`src/rtl/fcs_pkg.sv`:
```
package fcs_pkg;
  localparam int DIV_W  = 5;
  localparam int MODE_W = 3;
  localparam int DATA_W = 16;

  localparam int W0_MODE_LSB = DIV_W;
  localparam int W0_DLLRST   = DIV_W + MODE_W;
  localparam int W0_OVR      = W0_DLLRST + 1;
  localparam int W0_UPD      = DATA_W - 1;
  localparam int W1_SELL3    = DIV_W;
  localparam int W1_SELCORE  = DIV_W + 1;
  localparam int W1_GPEN     = DIV_W + 2;

  localparam logic [DIV_W-1:0]  RST_DIV  = DIV_W'(1);
  localparam logic [MODE_W-1:0] RST_MODE = '1;

  typedef enum logic [2:0] {
    ST_IDLE, ST_REQ_IDLE, ST_WAIT_ACK, ST_DLL_RST, ST_LOAD, ST_RELEASE, ST_DONE
  } seqState_t;

  typedef struct packed {
    logic busy;
    logic reqMem;
    logic reqGp;
    logic dllRst;
    logic loadPrim;
    logic loadSec;
    logic clearUpd;
  } seqStrobe_t;

  typedef struct packed {
    logic updReq;
    logic gpEn;
    logic dllRstOpt;
  } shadowStat_t;

  typedef struct packed {
    logic [DIV_W-1:0]  div;
    logic [MODE_W-1:0] mode;
    logic              ovr;
  } primCfg_t;

  typedef struct packed {
    logic [DIV_W-1:0] div;
    logic             selL3;
    logic             selCore;
  } secCfg_t;
endpackage

```
`src/rtl/fcs_seq_ctrl.sv`:
```
module fcs_seq_ctrl
  import fcs_pkg::*;
#(
  parameter int DLL_RST_CYCLES = 4
) (
  input  logic        clk,
  input  logic        rstN,
  input  shadowStat_t stat,
  input  logic        memIdleAck,
  input  logic        gpIdleAck,
  output seqStrobe_t  strobe
);
  localparam int CNT_W = $clog2(DLL_RST_CYCLES + 1);
  localparam logic [CNT_W-1:0] CNT_LAST = CNT_W'(DLL_RST_CYCLES - 1);

  seqState_t stateQ, stateD;
  logic [CNT_W-1:0] rstCnt;
  logic acksDone;
  logic holdIdle;

  assign acksDone = memIdleAck && (!stat.gpEn || gpIdleAck);

  always_comb begin
    stateD = stateQ;
    unique case (stateQ)
      ST_IDLE:     if (stat.updReq) stateD = ST_REQ_IDLE;
      ST_REQ_IDLE: stateD = ST_WAIT_ACK;
      ST_WAIT_ACK: if (acksDone) stateD = stat.dllRstOpt ? ST_DLL_RST : ST_LOAD;
      ST_DLL_RST:  if (rstCnt == CNT_LAST) stateD = ST_LOAD;
      ST_LOAD:     stateD = ST_RELEASE;
      ST_RELEASE:  stateD = ST_DONE;
      ST_DONE:     stateD = ST_IDLE;
      default:     stateD = ST_IDLE;
    endcase
  end

  always_ff @(posedge clk) begin
    if (!rstN) begin
      stateQ <= ST_IDLE;
      rstCnt <= '0;
    end else begin
      stateQ <= stateD;
      if (stateQ == ST_DLL_RST) rstCnt <= rstCnt + CNT_W'(1);
      else                      rstCnt <= '0;
    end
  end

  assign holdIdle = (stateQ == ST_REQ_IDLE) || (stateQ == ST_WAIT_ACK) ||
                    (stateQ == ST_DLL_RST)  || (stateQ == ST_LOAD);

  always_comb begin
    strobe          = '0;
    strobe.busy     = (stateQ != ST_IDLE);
    strobe.reqMem   = holdIdle;
    strobe.reqGp    = holdIdle && stat.gpEn;
    strobe.dllRst   = (stateQ == ST_DLL_RST);
    strobe.loadPrim = (stateQ == ST_LOAD);
    strobe.loadSec  = (stateQ == ST_LOAD) && stat.gpEn;
    strobe.clearUpd = (stateQ == ST_DONE);
  end
endmodule

```
`src/rtl/fcs_shadow_dp.sv`:
```
module fcs_shadow_dp
  import fcs_pkg::*;
#(
  parameter int CODE_W = 8
) (
  input  logic              clk,
  input  logic              rstN,
  input  logic              wrEn,
  input  logic              wrAddr,
  input  logic [DATA_W-1:0] wrData,
  input  seqStrobe_t        strobe,
  input  logic              dllLockIn,
  input  logic [CODE_W-1:0] dllCodeIn,
  input  logic [CODE_W-1:0] ovrCodeIn,
  output shadowStat_t       stat,
  output primCfg_t          livePrim,
  output secCfg_t           liveSec,
  output logic              dllLockOut,
  output logic [CODE_W-1:0] dllCodeOut
);
  primCfg_t shPrim;
  secCfg_t  shSec;
  logic     shUpd, shGpEn, shDllRstOpt;
  logic     wrPrim, wrSec;

  assign wrPrim = wrEn && !strobe.busy && (wrAddr == 1'b0);
  assign wrSec  = wrEn && !strobe.busy && (wrAddr == 1'b1);

  always_ff @(posedge clk) begin
    if (!rstN) begin
      shPrim      <= '{div: RST_DIV, mode: RST_MODE, ovr: 1'b0};
      shSec       <= '{div: RST_DIV, selL3: 1'b0, selCore: 1'b0};
      shUpd       <= 1'b0;
      shGpEn      <= 1'b0;
      shDllRstOpt <= 1'b0;
    end else begin
      if (wrPrim) begin
        shPrim.div  <= wrData[DIV_W-1:0];
        shPrim.mode <= wrData[W0_MODE_LSB +: MODE_W];
        shPrim.ovr  <= wrData[W0_OVR];
        shDllRstOpt <= wrData[W0_DLLRST];
        shUpd       <= shUpd | wrData[W0_UPD];
      end else if (strobe.clearUpd) begin
        shUpd <= 1'b0;
      end
      if (wrSec) begin
        shSec.div     <= wrData[DIV_W-1:0];
        shSec.selL3   <= wrData[W1_SELL3];
        shSec.selCore <= wrData[W1_SELCORE];
        shGpEn        <= wrData[W1_GPEN];
      end
    end
  end

  always_ff @(posedge clk) begin
    if (!rstN) begin
      livePrim <= '{div: RST_DIV, mode: RST_MODE, ovr: 1'b0};
      liveSec  <= '{div: RST_DIV, selL3: 1'b0, selCore: 1'b0};
    end else begin
      if (strobe.loadPrim) livePrim <= shPrim;
      if (strobe.loadSec)  liveSec  <= shSec;
    end
  end

  assign stat       = '{updReq: shUpd, gpEn: shGpEn, dllRstOpt: shDllRstOpt};
  assign dllLockOut = livePrim.ovr ? 1'b1 : dllLockIn;
  assign dllCodeOut = livePrim.ovr ? ovrCodeIn : dllCodeIn;
endmodule

```
`src/rtl/fcs_freq_seq.sv`:
```
module fcs_freq_seq
  import fcs_pkg::*;
#(
  parameter int CODE_W         = 8,
  parameter int DLL_RST_CYCLES = 4
) (
  input  logic              clk,
  input  logic              rstN,
  input  logic              wrEn,
  input  logic              wrAddr,
  input  logic [15:0]       wrData,
  input  logic              memIdleAck,
  input  logic              gpIdleAck,
  input  logic              dllLockIn,
  input  logic [CODE_W-1:0] dllCodeIn,
  input  logic [CODE_W-1:0] ovrCodeIn,
  output logic              updatePending,
  output logic              busy,
  output logic              memIdleReq,
  output logic              gpIdleReq,
  output logic              dllReset,
  output logic              dllLockOut,
  output logic [CODE_W-1:0] dllCodeOut,
  output logic [4:0]        primDiv,
  output logic [2:0]        pllMode,
  output logic [4:0]        secDiv,
  output logic              selL3,
  output logic              selCore
);
  seqStrobe_t  strobe;
  shadowStat_t stat;
  primCfg_t    livePrim;
  secCfg_t     liveSec;

  fcs_seq_ctrl #(.DLL_RST_CYCLES(DLL_RST_CYCLES)) uCtrl (
    .clk(clk), .rstN(rstN), .stat(stat),
    .memIdleAck(memIdleAck), .gpIdleAck(gpIdleAck), .strobe(strobe)
  );

  fcs_shadow_dp #(.CODE_W(CODE_W)) uDp (
    .clk(clk), .rstN(rstN), .wrEn(wrEn), .wrAddr(wrAddr), .wrData(wrData),
    .strobe(strobe), .dllLockIn(dllLockIn), .dllCodeIn(dllCodeIn),
    .ovrCodeIn(ovrCodeIn), .stat(stat), .livePrim(livePrim), .liveSec(liveSec),
    .dllLockOut(dllLockOut), .dllCodeOut(dllCodeOut)
  );

  assign updatePending = stat.updReq;
  assign busy          = strobe.busy;
  assign memIdleReq    = strobe.reqMem;
  assign gpIdleReq     = strobe.reqGp;
  assign dllReset      = strobe.dllRst;
  assign primDiv       = livePrim.div;
  assign pllMode       = livePrim.mode;
  assign secDiv        = liveSec.div;
  assign selL3         = liveSec.selL3;
  assign selCore       = liveSec.selCore;
endmodule

```
`config.mk`:
```
export PLATFORM = sky130hd
export DESIGN_NAME = fcs_freq_seq
export DESIGN_NICKNAME = d
export VERILOG_FILES = /design/src/rtl/fcs_pkg.sv /design/src/rtl/fcs_seq_ctrl.sv /design/src/rtl/fcs_shadow_dp.sv /design/src/rtl/fcs_freq_seq.sv
export SDC_FILE = /design/constraint.sdc
export NUM_CORES = 1
export LEC_CHECK = 0
export CORE_AREA = 2 2 70 72
export CTS_BUF_LIST = sky130_fd_sc_hd__clkbuf_2 sky130_fd_sc_hd__clkbuf_4 sky130_fd_sc_hd__clkbuf_8
export CTS_CLUSTER_SIZE = 16
export DETAILED_ROUTE_END_ITERATION = 6
export DIE_AREA = 0 0 72 74
export PLACE_DENSITY = 0.76
export SLEW_MARGIN = 25
export SYNTH_ARGS = -nofsm -noshare
export SYNTH_HDL_FRONTEND = slang
export SYNTH_SLANG_ARGS = --single-unit
```
`constraint.sdc`:
```
create_clock -name clk -period 1.5 [get_ports clk]
set_input_delay 0.45 -clock clk [delete_from_list [all_inputs] [get_ports clk]]
set_output_delay 0.45 -clock clk [all_outputs]
set_load 0.005 [all_outputs]
```
==> flow_summary.toml, run 1 <==
[outcome]
outcome = "complete, but fails checks"
violations = "setup timing"

[setup_path]
ff2ff_path_depth = 8
worstPathMaxFanout = 3
crit-reg2reg-capture = "uDp.shDllRstOpt$_SDFFE_PN0P_"
required_ns = 1.68
start_kind = "flip-flop"
r2r-start = "uCtrl.stateQ[1]$_SDFFE_PN0P_"
rrSetupSlack_ns = -0.15
crit_arrival_ns = 1.83
worst_setup_path_end_kind = "flip-flop"
path_class = "reg -> reg"

[synthesis]
syn_area_per_cell_um2 = 9.67
synth-async-reset-ratio_pct = 0
synth_fp_nets = 230
synth_edf_count = 0
yosys_warnings = 0
ys_seq_area_share_pct = 44.9
synthDistinctLibCells = 30
netlist_area_um2 = 1830
synth_ff_type = "dfxtp_1"
synthCells = 189
synth-seq-cells = 41

[grt]
track_usage_pct = 17.1
grt_max_degree = 41
grt_pass1_wl_um = 6920
overflow = 0
antenna_found_initial = 0
grt_pass1_vias = 1510

[pwr]
p_per_area_nw_per_um2 = 1260
p_leak_nw = 1.27
power_mw = 3.65
ir_worst_vdd_mv = 0.775

[sta]
rsz0062_at_grt = "true"
fin_ws_ns = -0.152
fin_tns_setup_ns = -3.15
finalHoldViolations = 0
worstMarginPinSlew_ns = 0.221
finalClockSkew_ns = 0.00277
finalMaxSlewViolations = 0
finalCritPeriodShare_pct = 110
fin_crit_ns = 1.65
setup_viol = 34
fmax_mhz = 605
slew_headroom_pct = 85.1
holdWs_ns = 0.429

[clock_network]
cts_tree = "built"
ctsHoldBuffers = 0
cts_buffer_depth = 2
clock_sinks = 41
cts-buffers-inserted = 5
cts-root-buf = "clkbuf_8"
clk_latency_ns = 0.29
cts.htree.levels = 2
clk_pin_slew_ns = 0.07

[worst_hold_path]
worst_hold_path_type = "reg -> reg"
hold_path_depth = 1
hp-start = "uCtrl.rstCnt[0]$_SDFF_PN0_"
min_to = "uCtrl.rstCnt[0]$_SDFF_PN0_"

[placement]
place_ws_ns = -0.531
portBuffers = 62
hpwl_um = 2870
dpl_cell_area_um2 = 2560
routabilityCongestion = 0.832
post-place-cells = 303

[routing]
vias = 1580
via_per_inst = 4.88
drc_errors = 0
postRouteWirelength_um = 4580
ant_nets = 0
wl_per_cell_um = 14.1
drtPass1Iterations = 4
drtIter0Drc = 79

[flow_run]
drv_cap = 0

[final_layout]
seq_area_um2 = 833
drive_gt1_share_pct = 31.1
layout.cells.non_filler = 324
area_delta_synth_final_pct = 57.8
nFillCells = 390
multiInputGateArea_um2 = 996
fin_util_pct = 62.7
n_antenna_cell = 0
final_area_um2 = 2890
fin_nets = 311

[die]
rows = 25
core_um2 = 4600
start_util_pct = 39.8
die_area_um2 = 5330
die_y_um = 74
die_x_um = 72
io_pins = 68
==> logic make-up (layout without fill, tap and decap cells) <==
kind of cell             count (synthesis)  count (layout)  share of synthesized area (%)
AO/OA/AOI/OAI                           16              16                           5.68
AND/OR/NAND/NOR                         74              75                           21.8
multiplexers                            33              33                           18.6
adder cells (fa/ha/maj)                  2               2                           1.37
flip-flops                              41              41                           44.9
buffers and inverters                   22             102                           7.19
XOR/XNOR                                 1               1                          0.479
==> cells in the mapped netlist, types with 3 or more instances <==
cell type	instances	share of area, %
dfxtp_1	41	45
nand2_1	27	5.5
mux2i_1	25	14
nor2b_1	23	7.9
buf_4	8	3.3
mux2_2	8	4.9
clkbuf_1	6	1.2
a21boi_0	5	2.1
a21oi_1	4	1.1
nand3_1	4	1.1
nor2_1	4	0.82
and2_1	3	1.0
and3_1	3	1.0
buf_2	3	0.82
inv_1	3	0.62
o21ai_0	3	0.82
==> timing repair <==
action,4_1_cts,5_1_grt
setup endpoints to repair,47,37
pin swaps,5,11
buffers inserted,9,4
gates resized for setup,134,12
cloned,1,1
==> layout by cell type (no fill, tap or decap), types with 2 or more instances in the layout <==
cell type,netlist,layout
and2_1,3,2
clkdlybuf4s50_1,0,16
dfxtp_4,0,2
a21oi_1,4,2
buf_4,8,17
nor2b_1,23,22
dlygate4sd2_1,0,33
buf_2,3,2
and3_1,3,3
nand2_1,27,22
nand3b_1,2,2
clkbuf_8,0,6
mux2_4,0,8
buf_6,2,20
inv_1,3,2
dfxtp_1,41,35
buf_12,0,3
mux2i_1,25,25
dfxtp_2,0,4
nand2b_1,2,2
or3_4,0,3
nand2_2,0,5
a21boi_0,5,4
nand3_1,4,4
o21ai_0,3,3
ha_1,2,2
nor2_1,4,3
==> registers in the layout, indices dropped and copies added (netlist names) <==
signal	cells
uDp.shPrim	9
uDp.livePrim	9
uDp.shGpEn	1
uCtrl.stateQ	3
uDp.shDllRstOpt	1
uDp.shSec	7
uDp.shUpd	1
uCtrl.rstCnt	3
uDp.liveSec	7
==> where the power goes <==
| part | leakage, nW | internal [mW] | switching (mW) |
|---|---|---|---|
| clock | 0.0433 | 0.364 | 0.367 |
| combinational | 0.888 | 0.938 | 0.669 |
| sequential | 0.336 | 1.22 | 0.0922 |
==> critical path: stages, from the launching register on <==
cell and delay (ns):
dfxtp_4 0.37, buf_6 0.12, buf_6 0.11, nor4b_4 0.28, and2b_2 0.21, buf_6 0.11, buf_4 0.11, mux2i_1 0.18
nor2b_1 0.07
==> worst max path at each step <==
stage | startpoint | endpoint | slack, ns | cells after the start
2_1_floorplan | uDp.livePrim[0]$_SDFFE_PN0N_ | dllCodeOut[0] | 0.08 | 2
3_3_place_gp | dllLockIn | dllLockOut | -0.51 | 3
3_5_place_dp | ovrCodeIn[1] | dllCodeOut[1] | -0.53 | 3
4_1_cts | uDp.livePrim[0]$_SDFFE_PN0N_ | dllCodeOut[1] | -0.16 | 3
5_1_grt | uCtrl.stateQ[1]$_SDFFE_PN0P_ | uDp.shDllRstOpt$_SDFFE_PN0P_ | -0.26 | 8
6_report | uCtrl.stateQ[1]$_SDFFE_PN0P_ | uDp.shDllRstOpt$_SDFFE_PN0P_ | -0.15 | 8
==> per-layer routing <==
layer / wire, um / GRT usage, % / up-vias
met3: 347 / 5.83 / 4
li1: - / - / 785
met5: 0 / 0 / -
met1: 1940 / 20.2 / 730
met4: 56 / 7.34 / 0
met2: 2230 / 28.5 / 61
==> final cells by class <==
cell class	instances	share of cell area, %
multi-input cells	127	34.5
repair buffers	92	30.7
flip-flops and latches	41	28.9
clock buffers	6	2.86
well taps	54	2.34
inverters	3	0.390
clock inverters	1	0.260
Note: power is estimated with default switching activity, not from simulation.
==> run 2: changes to the inputs <==
--- a/config.mk
+++ b/config.mk
@@ -5,12 +5,12 @@
 export SDC_FILE = /design/constraint.sdc
 export NUM_CORES = 1
 export LEC_CHECK = 0
-export CORE_AREA = 2 2 70 72
+export CORE_AREA = 5 5 85 87
 export CTS_BUF_LIST = sky130_fd_sc_hd__clkbuf_2 sky130_fd_sc_hd__clkbuf_4 sky130_fd_sc_hd__clkbuf_8
 export CTS_CLUSTER_SIZE = 16
 export DETAILED_ROUTE_END_ITERATION = 6
-export DIE_AREA = 0 0 72 74
-export PLACE_DENSITY = 0.76
+export DIE_AREA = 0 0 90 92
+export SKIP_CTS_REPAIR_TIMING = 1
 export SLEW_MARGIN = 25
 export SYNTH_ARGS = -nofsm -noshare
 export SYNTH_HDL_FRONTEND = slang
==> flow_summary.toml, run 2 (same netlist as run 1, synthesis figures left out) <==
[grt]
grt_pass1_wl_um = 7030
antenna_found_initial = 0
grt_pass1_vias = 1477
track_usage_pct = 10.2
grt_max_degree = 41
overflow = 0

[setup_path]
worst_setup_path_end_kind = "primary output"
path_class = "in -> out"
ff2ff_path_depth = 6
rrSetupSlack_ns = -0.03
worstPathMaxFanout = 1
start_kind = "input port"
crit_arrival_ns = 1.24
crit-reg2reg-capture = "uDp.shPrim[5]$_SDFFE_PN0P_"
required_ns = 1.05
r2r-start = "uCtrl.stateQ[1]$_SDFFE_PN0P_"

[clock_network]
clk_pin_slew_ns = 0.08
cts-root-buf = "clkbuf_8"
clock_sinks = 41
clk_latency_ns = 0.29
cts.htree.levels = 2
cts-buffers-inserted = 5
cts_buffer_depth = 2
cts_tree = "built"

[sta]
finalCritPeriodShare_pct = 113
fin_ws_ns = -0.192
worstMarginPinSlew_ns = 0.233
slew_headroom_pct = 84.4
fin_tns_setup_ns = -2.06
finalHoldViolations = 0
fmax_mhz = 591
fin_crit_ns = 1.69
finalClockSkew_ns = 0.00461
rsz0062_at_grt = "true"
finalMaxSlewViolations = 0
setup_viol = 20

[pwr]
p_per_area_nw_per_um2 = 1280
p_sw_mw = 1.06
p_leak_nw = 1.46
pwr-share-seq_pct = 34.1
p_sw_share_pct = 27.5
internal_power_mw = 2.78
combPwrFrac_pct = 39.0
ir_worst_vdd_mv = 0.741
pwr-share-clk_pct = 27.0

[routing]
postRouteWirelength_um = 4480
drtIter0Drc = 63
via_per_inst = 4.43
ant_nets = 0
drtPass1Iterations = 4
wl_per_cell_um = 13.2
drc_errors = 0
vias = 1503

[die]
core_um2 = 6280
die_x_um = 90
io_pins = 68
start_util_pct = 29.1
die_area_um2 = 8280
rows = 29
die_y_um = 92

[placement]
dpl_cell_area_um2 = 2620
hpwl_um = 3210
portBuffers = 62
routabilityCongestion = 0.824

[final_layout]
area_delta_synth_final_pct = 63.8
layout_commonest_cell = "dfxtp_1"
drive_gt1_share_pct = 27.9
multiInputGateArea_um2 = 972
largest_registers = "uDp.livePrim: 9 flops, uDp.shPrim: 9 flops"
seq_area_um2 = 843
nFillCells = 586
n_antenna_cell = 0
final_cell_mix = "dfxtp_1 (29), nand2_1 (27), clkdlybuf4s50_1 (26)"
fin_nets = 302
final_area_um2 = 2990

[flow_run]
drv_cap = 0

[worst_hold_path]
hold_path_depth = 1
min_to = "uCtrl.rstCnt[0]$_SDFF_PN0_"
worst_hold_path_type = "reg -> reg"
hp-start = "uCtrl.rstCnt[0]$_SDFF_PN0_"

[outcome]
outcome = "complete, but fails checks"
violations = "setup timing"
==> run 2: worst max-delay path, cell delays in order <==
cell             delay (ns)
clkdlybuf4s50_1        0.40
mux2_4                 0.27
buf_6                  0.12
==> run 2: worst max path at each step <==
stage	end	slack [ns]	from	cells past startpoint
after global routing	dllCodeOut[0]	-0.22	dllCodeIn[0]	3
final	dllCodeOut[0]	-0.19	dllCodeIn[0]	3
after global placement	dllCodeOut[3]	-0.50	dllCodeIn[3]	3
after detailed placement	dllCodeOut[6]	-0.52	ovrCodeIn[6]	3
after floorplan	dllCodeOut[0]	0.08	uDp.livePrim[0]$_SDFFE_PN0N_	2
after CTS	gpIdleReq	-0.59	uCtrl.stateQ[1]$_SDFFE_PN0P_	4
==> run 2: power by group through the flow <==
stage / Combinational [mW] / Sequential, mW / Clock [mW]
after floorplan: 0.645 / 1.28 / 0
after global placement: 1.20 / 1.30 / 0
after detailed placement: 1.21 / 1.30 / 0
after CTS: 1.21 / 1.28 / 1.07
after global routing: 1.61 / 1.32 / 1.12
final: 1.50 / 1.31 / 1.04
==> run 2: per-stage QoR <==
step / cells / worst slack [ns] / power, mW / util, % / hold WS [ns]
final: 339 / -0.192 / 3.84 / 47.7 / 0.406
after global routing: 339 / -0.217 / 4.05 / 47.7 / 0.418
after CTS: 336 / -0.590 / 3.56 / 43.8 / 0.432
after detailed placement: 328 / -0.525 / 2.51 / 41.7 / 0.419
after global placement: 328 / -0.503 / 2.50 / 41.7 / 0.406
after floorplan: 189 / 0.0829 / 1.93 / - / 0.398
==> run 2: routing by layer <==
layer,global-route usage [%],routed length [um]
met5,0,0
met4,4.09,74
met3,3.52,251
met2,15.5,2010
met1,13.2,2140
==> run 2: final cells by class <==
class | instances | share of cell area, %
tap | 77 | 3.22
inverter | 3 | 0.376
clock inverter | 3 | 2.17
clock buffer | 5 | 2.30
sequential | 41 | 28.2
timing repair buffer | 84 | 31.3
multi-input combinational | 126 | 32.5
==> run 3: changes to the inputs <==
--- a/config.mk
+++ b/config.mk
@@ -10,6 +10,8 @@
 export CTS_CLUSTER_SIZE = 16
 export DETAILED_ROUTE_END_ITERATION = 6
 export DIE_AREA = 0 0 90 92
+export DONT_BUFFER_PORTS = 1
+export REMOVE_ABC_BUFFERS = 1
 export SKIP_CTS_REPAIR_TIMING = 1
 export SLEW_MARGIN = 25
 export SYNTH_ARGS = -nofsm -noshare
==> flow_summary.toml, run 3 (same netlist as run 1, synthesis figures left out) <==
[setup_path]
path_class = "reg -> out"
required_ns = 1.05
worst-path-buf-inv = 0
crit_family = "flip-flops"
rrSetupSlack_ns = 0.08
crit_arrival_ns = 1.11
slowest_stage = "dfxtp_4"
max_stage_delay_ns = 0.37
worstPathMaxFanout = 4
path_cells = "nor2_4 > xnor2_2 > and2_4"
start_kind = "flip-flop"
worst_setup_path_end_kind = "primary output"

[sta]
fmax_mhz = 641
slew_headroom_pct = 84.0
fin_ws_ns = -0.0597
finalHoldViolations = 0
fin_tns_setup_ns = -0.257
finalClockSkew_ns = 0.00806
worstMarginPinSlew_ns = 0.239
rsz0062_at_grt = "true"
finalCritPeriodShare_pct = 104
finalMaxSlewViolations = 0
fin_crit_ns = 1.56
setup_viol = 11

[pwr]
ir_worst_vdd_mv = 0.763
pwr-share-seq_pct = 41.3
internal_power_mw = 2.28
combPwrFrac_pct = 31.5
p_leak_nw = 0.863
power_mw = 3.25
p_per_area_nw_per_um2 = 1490
p_sw_share_pct = 29.7
pwr-share-clk_pct = 27.2
p_sw_mw = 0.964

[final_layout]
largest_registers = "uDp.livePrim: 9 flops, uDp.shPrim: 9 flops"
area_delta_synth_final_pct = 19.6
fin_nets = 235
n_antenna_cell = 0
drive_gt1_share_pct = 24.6
fin_util_pct = 34.8
final_cell_mix = "dfxtp_1 (37), nand2_1 (27), mux2i_1 (25)"
layout.cells.non_filler = 272
layout_commonest_cell = "dfxtp_1"

[clock_network]
cts-root-buf = "clkbuf_8"
cts_tree = "built"
cts_buffer_depth = 2
clock_sinks = 41
clk_latency_ns = 0.29
cts.htree.levels = 2
cts-buffers-inserted = 5
clk_pin_slew_ns = 0.09

[grt]
track_usage_pct = 9.72
grt_pass1_wl_um = 6580
overflow = 0
grt_max_degree = 41
grt_pass1_vias = 1297
antenna_found_initial = 0

[routing]
drc_errors = 0
vias = 1252
postRouteWirelength_um = 4210
ant_nets = 0
wl_per_cell_um = 15.5
drtPass1Iterations = 4
via_per_inst = 4.60
drtIter0Drc = 41

[outcome]
outcome = "complete, but fails checks"
violations = "setup timing"

[die]
core_um2 = 6280
die_y_um = 92
rows = 29
die_x_um = 90
die_area_um2 = 8280
io_pins = 68
start_util_pct = 29.1

[worst_hold_path]
worst_hold_path_type = "in -> reg"

[placement]
routabilityCongestion = 0.705
hpwl_um = 2900
place_ws_ns = 0.0325
post-place-cells = 258
portBuffers = 0

[flow_run]
drv_cap = 0
## run 3: stage by stage
stage	hold WS (ns)	area [um2]
finish	0.229	2190
CTS	0.213	2040
global placement	0.410	1920
detailed placement	0.420	1920
floorplan	0.397	1710
global route	0.211	2190
## run 3: area by class of cell
| class | count | area, um2 |
|---|---|---|
| multi-input cells | 126 | 945 |
| fillers | 663 | 4090 |
| clock buffers | 5 | 68.8 |
| flip-flops and latches | 41 | 836 |
| clock inverters | 3 | 46.3 |
| repair buffers | 17 | 184 |
| well taps | 77 | 96.3 |
| inverters | 3 | 11.3 |
## run 3: final timing paths
kind                           startpoint                            to  depth (start not counted)
max          uCtrl.stateQ[1]$_SDFFE_PN0P_                     gpIdleReq                          3
min                                  rstN    uDp.shPrim[1]$_SDFFE_PN1P_                          1
max reg2reg  uCtrl.stateQ[1]$_SDFFE_PN0P_  uCtrl.stateQ[2]$_SDFFE_PN0P_                          5
min reg2reg    uCtrl.rstCnt[0]$_SDFF_PN0_    uCtrl.rstCnt[0]$_SDFF_PN0_                          1
## run 3: worst register-to-register path: stages, from the launching register on
cell	delay [ns]
dfxtp_4	0.37
buf_4	0.15
or3_1	0.38
a21oi_2	0.17
a21oi_1	0.07
and3_1	0.17
## run 3: power groups by stage
stage | Clock, mW | Sequential, mW | Combinational, mW
after global placement | 0 | 1.33 | 0.858
after detailed placement | 0 | 1.33 | 0.864
after global routing | 0.981 | 1.36 | 1.12
after CTS | 0.925 | 1.31 | 0.869
after floorplan | 0 | 1.33 | 0.518
final | 0.884 | 1.34 | 1.02
## run 3: routing by layer
layer | global-route usage (%) | vias up | share of wire [%] | wire length [um]
met4 | 4.84 | 0 | 3.0 | 127
met5 | 0 | - | 0 | 0
met1 | 11.8 | 574 | 43 | 1810
met3 | 4.50 | 12 | 6.8 | 287
li1 | - | 629 | - | -
met2 | 14.5 | 37 | 47 | 1980
